**config.mk**
```make
export PLATFORM = sky130hd
export DESIGN_NAME = mdio_cmd_engine
export DESIGN_NICKNAME = d
export VERILOG_FILES = /design/src/rtl/mdio_pkg.sv /design/src/rtl/mdio_mdc_gen.sv /design/src/rtl/mdio_frame_shift.sv /design/src/rtl/mdio_cmd_engine.sv
export SDC_FILE = /design/constraint.sdc
export NUM_CORES = 1
export LEC_CHECK = 0
export ABC_CLOCK_PERIOD_IN_PS = 2800
export BUFFER_PORTS_ARGS = -buffer_cell sky130_fd_sc_hd__buf_2
export CAP_MARGIN = 15
export CORE_MARGIN = 5
export CORE_UTILIZATION = 50
export CTS_CLUSTER_DIAMETER = 150
export DETAILED_ROUTE_END_ITERATION = 10
export PLACE_DENSITY = 0.71
export SLEW_MARGIN = 10
export SYNTH_ARGS = -nofsm -noshare
export SYNTH_HDL_FRONTEND = slang
export SYNTH_SLANG_ARGS = --single-unit
```
**constraint.sdc**
```tcl
create_clock -name clk -period 2.8 [get_ports clk]
set_input_delay 0.28 -clock clk [delete_from_list [all_inputs] [get_ports clk]]
set_output_delay 0.28 -clock clk [all_outputs]
set_load 0.02 [all_outputs]
```
**src/rtl/mdio_pkg.sv**
```systemverilog
package mdio_pkg;
  localparam int FRAME_BITS = 64;
  localparam int DRIVE_BITS = 46;   // preamble + start + op + addresses
  localparam int DATA_FIRST = 48;   // index of first data bit
  localparam int REQ_BIT    = 31;
  localparam int OP_BIT     = 30;

  function automatic logic [FRAME_BITS-1:0] build_frame(
      input logic       rd,
      input logic [4:0] phy,
      input logic [4:0] regad,
      input logic [15:0] data);
    logic [1:0] op;
    logic [1:0] ta;
    logic [15:0] payload;
    op      = rd ? 2'b10 : 2'b01;
    ta      = rd ? 2'b11 : 2'b10;
    payload = rd ? 16'hFFFF : data;
    return {32'hFFFF_FFFF, 2'b01, op, phy, regad, ta, payload};
  endfunction
endpackage

```
**src/rtl/mdio_mdc_gen.sv**
```systemverilog
module mdio_mdc_gen #(
  parameter int CLK_DIV = 20
) (
  input  logic clk,
  input  logic rst,
  input  logic run,
  output logic mdc,
  output logic rise_stb,
  output logic fall_stb
);
  localparam int HALF = CLK_DIV / 2;
  localparam int CW   = (HALF > 1) ? $clog2(HALF) : 1;

  logic [CW-1:0] cnt;
  logic          wrap;

  assign wrap     = run && (cnt == CW'(HALF - 1));
  assign rise_stb = wrap && !mdc;
  assign fall_stb = wrap && mdc;

  always_ff @(posedge clk) begin
    if (rst || !run) begin
      cnt <= '0;
      mdc <= 1'b0;
    end else if (wrap) begin
      cnt <= '0;
      mdc <= ~mdc;
    end else begin
      cnt <= cnt + CW'(1);
    end
  end

  AST_MDC_IDLE_LOW: assert property (@(posedge clk) disable iff (rst)
    !run |-> !mdc);

  AST_MDC_HALF_PERIOD: assert property (@(posedge clk) disable iff (rst)
    (run && $past(run) && (mdc != $past(mdc))) |-> ($past(cnt) == CW'(HALF - 1)));
endmodule

```
**src/rtl/mdio_frame_shift.sv**
```systemverilog
module mdio_frame_shift
  import mdio_pkg::*;
(
  input  logic                  clk,
  input  logic                  rst,
  input  logic                  start,
  input  logic                  is_read_in,
  input  logic [FRAME_BITS-1:0] frame_in,
  input  logic                  rise_stb,
  input  logic                  fall_stb,
  input  logic                  mdio_i,
  output logic                  busy,
  output logic                  mdio_o,
  output logic                  mdio_oe,
  output logic                  done,
  output logic [15:0]           rx_data
);
  logic [FRAME_BITS-1:0] sr;
  logic [5:0]            idx;
  logic [5:0]            idx_nxt;
  logic                  rd_q;

  assign idx_nxt = idx + 6'd1;
  assign mdio_o  = sr[FRAME_BITS-1];
  assign done    = busy && fall_stb && (idx == 6'(FRAME_BITS - 1));

  always_ff @(posedge clk) begin
    if (rst) begin
      busy    <= 1'b0;
      sr      <= '1;
      idx     <= '0;
      mdio_oe <= 1'b0;
      rd_q    <= 1'b0;
      rx_data <= '0;
    end else if (start) begin
      busy    <= 1'b1;
      sr      <= frame_in;
      idx     <= '0;
      mdio_oe <= 1'b1;
      rd_q    <= is_read_in;
    end else if (busy) begin
      if (rise_stb && rd_q && (idx >= 6'(DATA_FIRST)))
        rx_data <= {rx_data[14:0], mdio_i};
      if (fall_stb) begin
        if (done) begin
          busy    <= 1'b0;
          mdio_oe <= 1'b0;
        end else begin
          idx     <= idx_nxt;
          sr      <= {sr[FRAME_BITS-2:0], 1'b1};
          mdio_oe <= !(rd_q && (idx_nxt >= 6'(DRIVE_BITS)));
        end
      end
    end
  end

  AST_READ_RELEASE: assert property (@(posedge clk) disable iff (rst)
    (busy && rd_q && (idx >= 6'(DRIVE_BITS))) |-> !mdio_oe);

  AST_IDLE_NO_DRIVE: assert property (@(posedge clk) disable iff (rst)
    !busy |-> !mdio_oe);
endmodule

```
**src/rtl/mdio_cmd_engine.sv**
```systemverilog
module mdio_cmd_engine
  import mdio_pkg::*;
#(
  parameter int CLK_DIV = 20
) (
  input  logic        clk,
  input  logic        rst,
  input  logic        wr_en,
  input  logic [31:0] wr_data,
  output logic [31:0] rd_data,
  output logic        mdc,
  output logic        mdio_o,
  output logic        mdio_oe,
  input  logic        mdio_i
);
  logic [30:0]           cmd_q;
  logic                  busy;
  logic                  start;
  logic                  rise_stb;
  logic                  fall_stb;
  logic                  done;
  logic [15:0]           rx_data;
  logic [FRAME_BITS-1:0] frame;

  assign start   = wr_en && wr_data[REQ_BIT] && !busy;
  assign frame   = build_frame(wr_data[OP_BIT], wr_data[25:21], wr_data[20:16], wr_data[15:0]);
  assign rd_data = {busy, cmd_q};

  always_ff @(posedge clk) begin
    if (rst)
      cmd_q <= '0;
    else if (wr_en && !busy)
      cmd_q <= wr_data[30:0];
    else if (done && cmd_q[OP_BIT])
      cmd_q[15:0] <= rx_data;
  end

  mdio_mdc_gen #(.CLK_DIV(CLK_DIV)) u_clk (
    .clk(clk), .rst(rst), .run(busy),
    .mdc(mdc), .rise_stb(rise_stb), .fall_stb(fall_stb)
  );

  mdio_frame_shift u_shift (
    .clk(clk), .rst(rst), .start(start), .is_read_in(wr_data[OP_BIT]),
    .frame_in(frame), .rise_stb(rise_stb), .fall_stb(fall_stb),
    .mdio_i(mdio_i), .busy(busy), .mdio_o(mdio_o), .mdio_oe(mdio_oe),
    .done(done), .rx_data(rx_data)
  );

  AST_START_SETS_BUSY: assert property (@(posedge clk) disable iff (rst)
    (wr_en && wr_data[REQ_BIT] && !busy) |=> busy);

  AST_FIELDS_HOLD: assert property (@(posedge clk) disable iff (rst)
    (busy && $past(busy)) |-> $stable(cmd_q[30:16]));
endmodule

```
# Word level (Yosys, flattened, before mapping)
# Index checks and enable logic that the tools add are counted.
# Widths: inputs -> output; s select.
[classes]
addsub = 2
n_lt_le_gt_ge = 2
n_eq_ne = 3
mux = 17
n_bitwise = 3
n_reduce_logical = 25
[op_table]
columns = ["op", "count"]
rows = [
  ["$mux 32", 4],
  ["$mux 16", 3],
  ["$ge 6x6->1 const B", 2],
  ["$logic_and 1x1->1", 12],
  ["$mux 1", 9],
  ["$reduce_and 3->1", 3],
  ["$add 6x1->6 const B", 1],
  ["$eq 6x6->1 const B", 1],
  ["$reduce_bool 2->1", 3],
  ["$add 4x1->4 const B", 1],
  ["$eq 4x4->1 const B", 1],
  ["$reduce_or 2->1", 2],
  ["$logic_not 1->1", 3],
  ["$not 1->1", 3],
  ["$mux 2", 1],
  ["$ne 2x2->1 const B", 1],
  ["$reduce_and 2->1", 1],
  ["$logic_or 1x1->1", 1],
]
[totals]
reg_bits = 125
in_bits = 36
word_cells = 63

# Longest topological paths before layout
# Gate-level depths: netlist of run 1.
[logic_depth]
word_depth = 9
mapped_depth = 9
depth_no_buf = 7

# Cells and area by module
# Synthesis of run 1 repeated with hierarchy kept, for this count alone.
[unflattened]
hier_cells = 674
hier_area_um2 = 5936.9
[modules_own_cells]
columns = ["mod", "n_inst", "cells_per_inst", "area_per_inst_um2"]
rows = [
  ["mdio_frame_shift", 1, 471, 4161.5],
  ["mdio_cmd_engine", 1, 181, 1542.7],
  ["mdio_mdc_gen", 1, 22, 232.7],
]

# Worst setup path before layout of run 1
# OpenSTA, ideal clock, no wires.
[synth_path]
kind = "reg-to-reg"
start = "reg u_shift.idx[0]"
end = "reg u_shift.sr[10]"
setup_time_ns = 0.122
arrival_ns = 1.760
setup_slack_ns = 0.918
path_stages_with_launch = 8
n_path_buf = 2
path_cell_list = "dfxtp_1 ha_1 and3_1 buf_2 a211oi_4 nor2_2 buf_2 a221o_1"
[synth_via]
elab_chain_len = 4
[synth_lines]
columns = ["element", "line", "text"]
rows = [
  ["from (decl)", "mdio_frame_shift.sv:19", "logic [5:0] idx;"],
  ["from (signal assigned)", "mdio_frame_shift.sv:49", "idx <= idx_nxt;"],
  ["$eq 6x6->1", "mdio_frame_shift.sv:25", "assign done = busy && fall_stb && (idx == 6'(FRAME_BITS - 1));"],
  ["$logic_and 1x1->1", "mdio_frame_shift.sv:25", ""],
  ["$ne 2x2->1 (no line)", "n/a", ""],
  ["$reduce_and 3->1 (no line)", "n/a", ""],
  ["to (signal assigned)", "mdio_frame_shift.sv:37", "sr <= frame_in;"],
  ["to (signal assigned)", "mdio_frame_shift.sv:50", "sr <= {sr[FRAME_BITS-2:0], 1'b1};"],
  ["to (decl)", "mdio_frame_shift.sv:18", "logic [FRAME_BITS-1:0] sr;"],
]
# Every way passes these cells.
# A chain may end at the register's enable or synchronous reset.

# Worst setup path in the final report of run 1
[layout_path]
start = "reg u_shift.idx[0]"
end = "reg u_shift.sr[9]"
# The elaborated chain is that of the path after synthesis.

==> flow_summary_export.csv, run 1 <==
group,metric,value,unit
floorplanning,die_w,108.5,um
yosys,ys_ff_latch,125,
finish,drive_above_1_share,17.60,%
setup_path,start_kind,"flip-flop",
clock_network,cts_buffers,17,
finish,n_antenna_cell,0,
setup_path,crit_family,"simple AND/OR/NAND/NOR gates",
setup_path,end_kind,"flip-flop",
setup_path,r2r_start,"u_shift.idx[0]$_SDFFE_PP0P_",
timing,hold_viol_final,0,
global_routing,grt_pass1_vias,3912,
finish,fin_cells,792,
yosys,synth-xor-area-share,1.265,%
timing,fin_hold_ws,19.72,ps
global_routing,grt_usage,20.20,%
floorplanning,design.core.area,9594,sq um
timing,max_freq,0.4497,GHz
clock_network,tritoncts,"yes",
power,power_frac_seq,42.7,%
clock_network,cts_max_path_buffers,2,
timing,fin_crit_sh,79.41,%
yosys,synthCells,575,
timing,fin_ws,576.4,ps
power,powerDensity,735.6,nW/um^2
yosys,synth_seq_area_share,51.63,%
setup_path,crit_buf_inv,0,
yosys,synth_area,4847,sq um
floorplanning,die_h,108.5,um
setup_path,cpMaxStageDelayCell,"nor2_2",
finish,fillers,810,
yosys,synthMuxAreaShare,3.511,%
setup_path,worstRegToRegCells,5,
yosys,syn_nets,615,
placed_design,dp_hpwl,7058,um
floorplanning,rows,36,
global_routing,grt_pass1_wl,18660,um
setup_path,worst-endpoint-arrival,2680,ps
floorplanning,initial_core_util,50.52,%
route,vias,4199,
placed_design,io_buffers,70,
route,drtIter0Drc,265,
timing,skew,14.23,ps
clock_network,clock_latency,520,ps
power,swShare,23.02,%
floorplanning,io_pins,71,
route,firstDrtPassIters,4,
clock_network,cts_max_level,4,
timing,slew_viol_final,0,
yosys,synth_warnings,0,
power,p_comb_share,7.5,%
yosys,synth-simple-area-share,25.40,%
floorplanning,die_area,11760,sq um
timing,post-route-min-period,2224,ps
clock_network,cts_root_buffer,"clkbuf_8",
global_routing,antenna_found_initial,0,
power,internal_power,3.391,mW
finish,multiInputGateArea,2118,sq um
clock_network,postCtsSetupRepairBufs,0,
setup_path,critPathMaxFanout,25,
power,total_power,4.405,mW
hold_path,min_path_cells,3,
timing,finalSetupViolations,0,
clock_network,clk_pin_slew,60,ps
timing,fin_tns_setup,0,ps
flow_run,max-cap-violations,0,
route,wl,11100,um
yosys,ys_types,37,
timing,relSlewSlack,33.78,%
hold_path,hold_path_class,"in -> reg",
finish,regArea,2502,sq um
setup_path,rrSetupSlack,580,ps
finish,syn_to_final_growth,23.54,%
timing,worst_pin_slew,992.3,ps
yosys,synth_compound_area_share,12.44,%
clock_network,clock_sinks,125,
power,power.share.clock,49.8,%
placed_design,place_ws,595.4,ps
placed_design,dp.cells,746,
yosys,synth.avg_cell_area,8.430,sq um
placed_design,gp_congestion,0.7809,
setup_path,critical_path_required,3260,ps
setup_path,r2r-end,"u_shift.sr[9]$_SDFFE_PP1P_",
run_status,status,"finished clean",
route,ant_nets,0,
global_routing,gr-total-overflow,0,
hold_path,whs_endpoint,"cmd_q[25]$_SDFFE_PP0P_",
yosys,synth_top_family_by_area,"simple AND/OR/NAND/NOR gates",
finish,nets,686,
timing,rsz0062_at_grt,"false",
setup_path,crit_path_cell_trace,"ha_1 > and3_1 > a211oi_4 > nor2_2 > a221o_1",
power,p_leak,2.734,nW
route,detail_route.wl_per_cell,14.02,um
yosys,synth_fa_ha_area_share,1.033,%
power,switching_power,1.014,mW
global_routing,grt_max_degree,70,
hold_path,hold_start,"wr_data[25]",
power,irDropWorstVdd,407.0,uV
route,avgViaCountPerCell,5.302,
setup_path,worstSetupPathType,"reg -> reg",
setup_path,max_stage_delay,760,ps
route,route.detailed.drc,0,
worst min-delay path, delay by kind of cell:
family / cells / cell delay, ps
AND/OR/NAND/NOR: 1 / 50
buffers and inverters: 1 / 110
AO/OA/AOI/OAI: 1 / 50
stage by stage:
| stage | instance area [sq um] | util [%] |
|---|---|---|
| 5_1_grt | 5988 | 62.42 |
| 2_1_floorplan | 4847 | - |
| 6_report | 5988 | 62.42 |
| 3_5_place_dp | 5248 | 54.69 |
| 4_1_cts | 5988 | 62.42 |
| 3_3_place_gp | 5248 | 54.69 |
cell usage in the layout (no fill, tap or decap), drive strengths merged:
cell         instances
and3                 2
nor2                47
a311oi              17
o311ai               1
nand3               41
a21oi               22
clkinvlp             2
xnor2                4
nor2b                1
a311o                1
nand4                3
xor2                 3
nand3b               1
a21o                 1
bufinv               3
a221o               16
a211oi               2
clkbuf              22
nand2              193
dfxtp              125
ha                   4
buf                 80
and3b                1
nand2b               1
inv                  6
and4                 1
dlygate4sd3         14
o21ai                4
clkinv               5
a41o                 1
mux2i               17
and2                 3
nand4b               1
a221oi              10
nor3                 4
cells in the mapped netlist (all sizes together):
master | count | area, sq um
nand2 | 193 | 724.4
nand4b | 1 | 8.760
a221oi | 10 | 87.58
buf | 24 | 138.9
and2 | 3 | 18.77
a211oi | 2 | 27.53
a41o | 1 | 11.26
nor2 | 47 | 178.9
o311ai | 1 | 8.760
nand2b | 1 | 6.260
nor3 | 4 | 20.02
a311o | 1 | 10.01
and3b | 1 | 8.760
xor2 | 3 | 26.28
dfxtp | 125 | 2502
nand3 | 41 | 205.2
and4 | 1 | 8.760
inv | 6 | 22.52
nor2b | 1 | 6.260
mux2i | 17 | 170.2
a221o | 16 | 160.2
o21ai | 4 | 20.02
xnor2 | 4 | 35.03
a21oi | 22 | 121.4
nand4 | 3 | 25.02
ha | 4 | 50.05
and3 | 2 | 12.51
nand3b | 1 | 7.510
a311oi | 17 | 148.9
clkbuf | 18 | 67.56
a21o | 1 | 7.510
power groups by stage:
stage	Combinational [mW]	Clock, mW	Sequential [mW]
after detailed placement	0.314	0	1.92
after global placement	0.307	0	1.91
after floorplan	0.172	0	1.95
after global routing	0.367	2.33	1.89
after CTS	0.331	2.22	1.88
final	0.331	2.19	1.88
timing repair:
item,CTS,global route
endpoints found under the setup margin,0,0
hold buffers,14,0
hold endpoints to repair,18,0
resized for setup,0,0
final cells by class:
class / instances / area share (%)
flip-flops and latches: 125 / 41.79
repair buffers: 94 / 9.653
clock buffers: 22 / 7.731
inverters: 6 / 0.3761
well taps: 133 / 2.779
multi-input cells: 402 / 35.37
clock inverters: 10 / 2.298
logic make-up after synthesis:
family | Yosys count
flip-flops | 125
buffers and inverters | 48
adder cells (fa/ha/maj) | 4
AO/OA/AOI/OAI | 75
XOR/XNOR | 7
AND/OR/NAND/NOR | 299
multiplexers | 17
flip-flops by register name (all words and copies together), names as in the netlist:
signal           count
u_shift.rx_data     16
cmd_q               31
u_shift.busy         1
u_shift.mdio_oe      1
u_shift.sr          64
u_shift.idx          6
u_clk.mdc            1
u_shift.rd_q         1
u_clk.cnt            4
metal layers:
metal  up-vias  share of wire [%]  wire [um]  GRT usage [%]
met4         0                1.9        207          9.017
met1      1994                 46       5107          25.86
met2        95                 47       5168          30.85
li1       2095                  -          -              -
met3        15                5.6        619          6.866
met5         -                  0          0              0
how the worst max path moves through the flow:
| stage | startpoint | end | slack, ps | depth (start not counted) |
|---|---|---|---|---|
| after CTS | u_shift.idx[0]$_SDFFE_PP0P_ | u_shift.sr[9]$_SDFFE_PP1P_ | 570 | 5 |
| after detailed placement | u_shift.idx[0]$_SDFFE_PP0P_ | u_shift.sr[6]$_SDFFE_PP1P_ | 600 | 5 |
| after global placement | u_shift.idx[0]$_SDFFE_PP0P_ | u_shift.sr[6]$_SDFFE_PP1P_ | 720 | 5 |
| after floorplan | u_shift.idx[0]$_SDFFE_PP0P_ | u_shift.sr[10]$_SDFFE_PP1P_ | 920 | 7 |
| final | u_shift.idx[0]$_SDFFE_PP0P_ | u_shift.sr[9]$_SDFFE_PP1P_ | 580 | 5 |
| after global routing | u_clk.cnt[0]$_SDFF_PP0_ | cmd_q[15]$_SDFFE_PP0P_ | 350 | 6 |
No activity file was read; power rests on OpenSTA's default activity.
==> inputs of run 2 (changes only) <==
--- a/config.mk
+++ b/config.mk
@@ -5,14 +5,14 @@
 export SDC_FILE = /design/constraint.sdc
 export NUM_CORES = 1
 export LEC_CHECK = 0
-export ABC_CLOCK_PERIOD_IN_PS = 2800
+export ABC_CLOCK_PERIOD_IN_PS = 1900
 export BUFFER_PORTS_ARGS = -buffer_cell sky130_fd_sc_hd__buf_2
 export CAP_MARGIN = 15
 export CORE_MARGIN = 5
 export CORE_UTILIZATION = 50
 export CTS_CLUSTER_DIAMETER = 150
 export DETAILED_ROUTE_END_ITERATION = 10
-export PLACE_DENSITY = 0.71
+export PLACE_DENSITY = 0.74
 export SLEW_MARGIN = 10
 export SYNTH_ARGS = -nofsm -noshare
 export SYNTH_HDL_FRONTEND = slang
==> constraint.sdc (replaced) <==
create_clock -name clk -period 1.9 [get_ports clk]
set_input_delay 0.19 -clock clk [delete_from_list [all_inputs] [get_ports clk]]
set_output_delay 0.19 -clock clk [all_outputs]
set_load 0.02 [all_outputs]
==> flow_summary_export.csv, run 2 (synthesized netlist as in run 1, its figures left out) <==
group,metric,value,unit
floorplanning,io_pins,71,
floorplanning,die_w,108.5,um
route,avgViaCountPerCell,5.236,
hold_path,hold_path_class,"in -> reg",
finish,layout_commonest_cell,"nand2_1",
run_status,status,"finished clean",
clock_network,cts_max_level,4,
placed_design,io_buffers,70,
setup_path,max_stage_delay,350,ps
clock_network,clock_latency,510,ps
power,powerDensity,1009,nW/um^2
route,wl,11380,um
route,detail_route.wl_per_cell,13.86,um
timing,hold_viol_final,0,
clock_network,clk_pin_slew,60,ps
timing,relSlewSlack,60.92,%
clock_network,cts_root_buffer,"clkbuf_8",
finish,top_register,"u_shift.sr",
setup_path,start_kind,"flip-flop",
setup_path,worst-endpoint-arrival,2210,ps
finish,drive_above_1_share,19.04,%
floorplanning,design.core.area,9594,sq um
setup_path,critPathMaxFanout,5,
finish,reg.largest.list,"u_shift.sr x64, cmd_q x31, u_shift.rx_data x16",
finish,syn_to_final_growth,30.02,%
route,drtIter0Drc,310,
clock_network,cts_buffers,17,
clock_network,cts_max_path_buffers,2,
finish,layout_common_cells,"193 x nand2_1, 123 x dfxtp_1, 70 x buf_2",
timing,fin_tns_setup,0,ps
global_routing,grt_pass1_vias,4203,
timing,worst_pin_slew,586.2,ps
route,firstDrtPassIters,4,
finish,n_antenna_cell,0,
global_routing,grt_usage,20.62,%
finish,final_core_util,65.69,%
flow_run,max-cap-violations,0,
timing,post-route-min-period,1817,ps
floorplanning,initial_core_util,50.52,%
floorplanning,die_area,11760,sq um
finish,nets,716,
global_routing,grt_pass1_wl,19570,um
setup_path,cpMaxStageDelayCell,"a221o_1",
setup_path,crit_path_cell_trace,"buf_4 > ha_1 > a221o_1 > o21ai_1 > a311oi_1 > a311o_1",
timing,skew,10.34,ps
power,irDropWorstVdd,640.4,uV
clock_network,clock_sinks,125,
finish,largest_register_ffs,64,
floorplanning,rows,36,
route,ant_nets,0,
timing,fin_crit_sh,95.63,%
global_routing,antenna_found_initial,0,
setup_path,worstSetupPathType,"reg -> reg",
floorplanning,die_h,108.5,um
global_routing,gr-total-overflow,0,
global_routing,grt_max_degree,59,
timing,max_freq,0.5504,GHz
setup_path,critical_path_required,2290,ps
route,route.detailed.drc,0,
route,vias,4299,
timing,finalSetupViolations,0,
timing,rsz0062_at_grt,"false",
finish,fillers,764,
timing,slew_viol_final,0,
placed_design,dp_hpwl,7204,um
clock_network,tritoncts,"yes",
setup_path,end_kind,"flip-flop",
placed_design,gp_congestion,0.8577,
power,p_leak,2.867,nW
==> run 2: cell count changes in the layout (fill, tap and decap cells not counted), moves of 2 or more <==
cell           change
dlygate4sd3_1     +19
buf_4              +5
buf_12             +3
buf_8              +2
clkinv_2           -2
clkinvlp_4         +2
dfxtp_1            -2
dfxtp_2            +2
==> run 2: path summary, 6_finish.rpt <==
| kind | from | to | slack [ps] | cells after the start |
|---|---|---|---|---|
| min | wr_data[31] | u_shift.busy$_SDFF_PP0_ | 190 | 3 |
| min reg2reg | u_clk.cnt[0]$_SDFF_PP0_ | u_clk.cnt[0]$_SDFF_PP0_ | 430 | 1 |
| max | u_shift.idx[0]$_SDFFE_PP0P_ | u_shift.mdio_oe$_SDFFE_PP0P_ | 80 | 6 |
| max reg2reg | u_shift.idx[0]$_SDFFE_PP0P_ | u_shift.mdio_oe$_SDFFE_PP0P_ | 80 | 6 |
==> run 2: area by class of cell <==
type	instances	area (sq um)	area share (%)
timing repair buffer	124	907.1	14.39
multi-input combinational	402	2136	33.89
tap	133	166.4	2.640
clock buffer	22	452.9	7.187
clock inverter	9	112.6	1.787
sequential	125	2505	39.75
inverter	6	22.52	0.3574
==> run 2: through the flow <==
| stage | total power [mW] | setup slack (ps) | instance area (sq um) | hold slack [ps] | std cells |
|---|---|---|---|---|---|
| floorplan | 3.129 | 17.84 | 4847 | 323.9 | 575 |
| global placement | 3.291 | -32.03 | 5360 | 430.3 | 756 |
| detailed placement | 3.306 | -123.5 | 5360 | 436.7 | 756 |
| CTS | 6.408 | 28.87 | 6265 | 171.1 | 820 |
| global route | 6.598 | 11.62 | 6302 | 206.9 | 821 |
| finish | 6.358 | 83.02 | 6302 | 189.8 | 821 |
==> run 2: worst max-delay path, delay by kind of cell (launching register included) <==
kind	cells	cell delay, ps
AOI/OAI and AO/OA	4	920
DFF	1	310
adders and majority gates	1	310
buffers and inverters	1	150
==> run 2: report_power, final <==
group / switching, mW / total, mW / internal (mW)
Clock: 1.11 / 3.04 / 1.93
Sequential: 0.0564 / 2.78 / 2.72
Combinational: 0.316 / 0.538 / 0.222
==> run 2: layer usage <==
metal  vias up  GRT usage, %  share of wire, %
met5         -             0                 0
met4         0         8.476               1.9
met2       130         32.39                47
li1       2145             -                 -
met3        18         6.269               6.5
met1      2006         26.39                44
==> run 2: repair_timing <==
| action | CTS | global route |
|---|---|---|
| hold endpoints to repair | 56 | 0 |
| resized for setup | 2 | 11 |
| hold buffers | 33 | 0 |
| endpoints found under the setup margin | 25 | 67 |
| setup buffers | 0 | 1 |
| pin swaps | 0 | 3 |
==> inputs of run 3 (changes only) <==
--- a/config.mk
+++ b/config.mk
@@ -12,6 +12,7 @@
 export CORE_UTILIZATION = 50
 export CTS_CLUSTER_DIAMETER = 150
 export DETAILED_ROUTE_END_ITERATION = 10
+export MAX_ROUTING_LAYER = met4
 export PLACE_DENSITY = 0.74
 export SLEW_MARGIN = 10
 export SYNTH_ARGS = -nofsm -noshare
==> flow_summary_export.csv, run 3 (synthesized netlist as in run 1, its figures left out) <==
group,metric,value,unit
power,power.share.clock,49.2,%
finish,n_antenna_cell,0,
timing,finalSetupViolations,0,
power,p_comb_share,8.6,%
floorplanning,die_w,108.5,um
global_routing,grt_usage,22.68,%
finish,syn_to_final_growth,33.56,%
finish,drive_above_1_share,20.52,%
setup_path,crit_path_cell_trace,"buf_4 > ha_1 > a221o_1 > o21ai_1 > a311oi_1 > a311o_1",
finish,reg.largest.list,"u_shift.sr x64, cmd_q x31, u_shift.rx_data x16",
run_status,status,"finished clean",
global_routing,antenna_found_initial,0,
route,wl,12610,um
timing,worst_pin_slew,586.1,ps
timing,slew_viol_final,0,
power,total_power,6.572,mW
finish,fillers,727,
global_routing,gr-total-overflow,0,
floorplanning,initial_core_util,50.52,%
floorplanning,rows,36,
global_routing,grt_max_degree,59,
floorplanning,io_pins,71,
clock_network,clock_sinks,125,
setup_path,end_kind,"flip-flop",
floorplanning,design.core.area,9594,sq um
setup_path,start_kind,"flip-flop",
route,detail_route.wl_per_cell,15.19,um
clock_network,cts_max_level,4,
power,irDropWorstVdd,695.3,uV
route,firstDrtPassIters,5,
global_routing,grt_pass1_vias,4448,
finish,layout_commonest_cell,"nand2_1",
timing,rsz0062_at_grt,"true",
placed_design,io_buffers,70,
finish,final_core_util,67.48,%
power,switching_power,1.704,mW
placed_design,dp_hpwl,7379,um
placed_design,gp_congestion,0.8866,
setup_path,worstSetupPathType,"reg -> reg",
route,drtIter0Drc,335,
power,power_frac_seq,42.2,%
power,swShare,25.92,%
setup_path,critPathMaxFanout,5,
route,avgViaCountPerCell,5.455,
finish,largest_register_ffs,64,
setup_path,cpMaxStageDelayCell,"a221o_1",
timing,post-route-min-period,1823,ps
flow_run,max-cap-violations,0,
placed_design,dp.cells,759,
timing,skew,11.07,ps
floorplanning,die_area,11760,sq um
setup_path,critical_path_required,2300,ps
timing,fin_tns_setup,0,ps
hold_path,hold_path_class,"in -> reg",
clock_network,clk_pin_slew,60,ps
floorplanning,die_h,108.5,um
timing,max_freq,0.5485,GHz
finish,nets,724,
power,p_leak,2.974,nW
clock_network,tritoncts,"yes",
setup_path,max_stage_delay,350,ps
global_routing,grt_pass1_wl,20770,um
timing,hold_viol_final,0,
finish,fin_cells,830,
power,powerDensity,1015,nW/um^2
clock_network,cts_max_path_buffers,2,
route,ant_nets,0,
setup_path,worst-endpoint-arrival,2230,ps
timing,relSlewSlack,60.93,%
clock_network,cts_buffers,17,
clock_network,clock_latency,520,ps
clock_network,cts_root_buffer,"clkbuf_8",
route,route.detailed.drc,0,
finish,layout_common_cells,"191 x nand2_1, 123 x dfxtp_1, 70 x buf_2",
timing,fin_crit_sh,95.95,%
route,vias,4528,
finish,top_register,"u_shift.sr",
power,internal_power,4.869,mW
run 3: cell type report:
type / instances / area (sq um) / area share, %
Timing Repair Buffer: 131 / 1037 / 16.02
Multi-Input combinational cell: 403 / 2153 / 33.26
Sequential cell: 125 / 2505 / 38.69
Clock buffer: 17 / 414.1 / 6.397
Tap cell: 133 / 166.4 / 2.571
Clock inverter: 15 / 175.2 / 2.706
Inverter: 6 / 22.52 / 0.3479
run 3: power by group through the flow:
stage | Sequential [mW] | Combinational (mW) | Clock (mW)
after floorplan | 2.88 | 0.253 | 0
after global placement | 2.82 | 0.474 | 0
after detailed placement | 2.83 | 0.486 | 0
after CTS | 2.77 | 0.542 | 3.28
after global routing | 2.78 | 0.611 | 3.43
final | 2.78 | 0.562 | 3.23
run 3: critical path: cells and delay by family (launching register included):
family	cells	cell delay, ps
AO/OA/AOI/OAI	4	940
flip-flops	1	310
adder cells (fa/ha/maj)	1	310
buffers and inverters	1	150
run 3: worst paths after layout:
check                                    from                            to  slack [ps]  cells past startpoint
hold / removal                          wr_en        cmd_q[18]$_SDFFE_PP0P_         190                      4
hold reg to reg       u_clk.cnt[0]$_SDFF_PP0_       u_clk.cnt[0]$_SDFF_PP0_         450                      1
setup / recovery  u_shift.idx[0]$_SDFFE_PP0P_  u_shift.mdio_oe$_SDFFE_PP0P_          80                      6
setup reg to reg  u_shift.idx[0]$_SDFFE_PP0P_  u_shift.mdio_oe$_SDFFE_PP0P_          80                      6
run 3: stage by stage:
stage / hold slack [ps] / setup WS (ps) / instance area [sq um]
2_1_floorplan: 323.9 / 17.84 / 4847
3_3_place_gp: 429.4 / 27.76 / 5408
3_5_place_dp: 434.7 / -54.85 / 5408
4_1_cts: 157.6 / 18.24 / 6372
5_1_grt: 188.9 / -42.76 / 6474
6_report: 188.8 / 76.86 / 6474
run 3: per-layer routing:
layer | vias to the layer above | track usage (%) | wire (um)
met5 | - | - | 0
met4 | 0 | 8.656 | 173
met3 | 18 | 5.433 | 886
met2 | 187 | 36.23 | 6242
met1 | 2155 | 27.80 | 5304
li1 | 2168 | - | -
run 3: timing repair:
| item | 4_1_cts | 5_1_grt |
|---|---|---|
| pin swaps | 1 | 6 |
| gates cloned | 1 | 3 |
| hold endpoints to repair | 56 | 0 |
| setup endpoints to repair | 20 | 58 |
| buffers inserted | 0 | 2 |
| gates resized for setup | 2 | 10 |
| hold buffers | 33 | 0 |
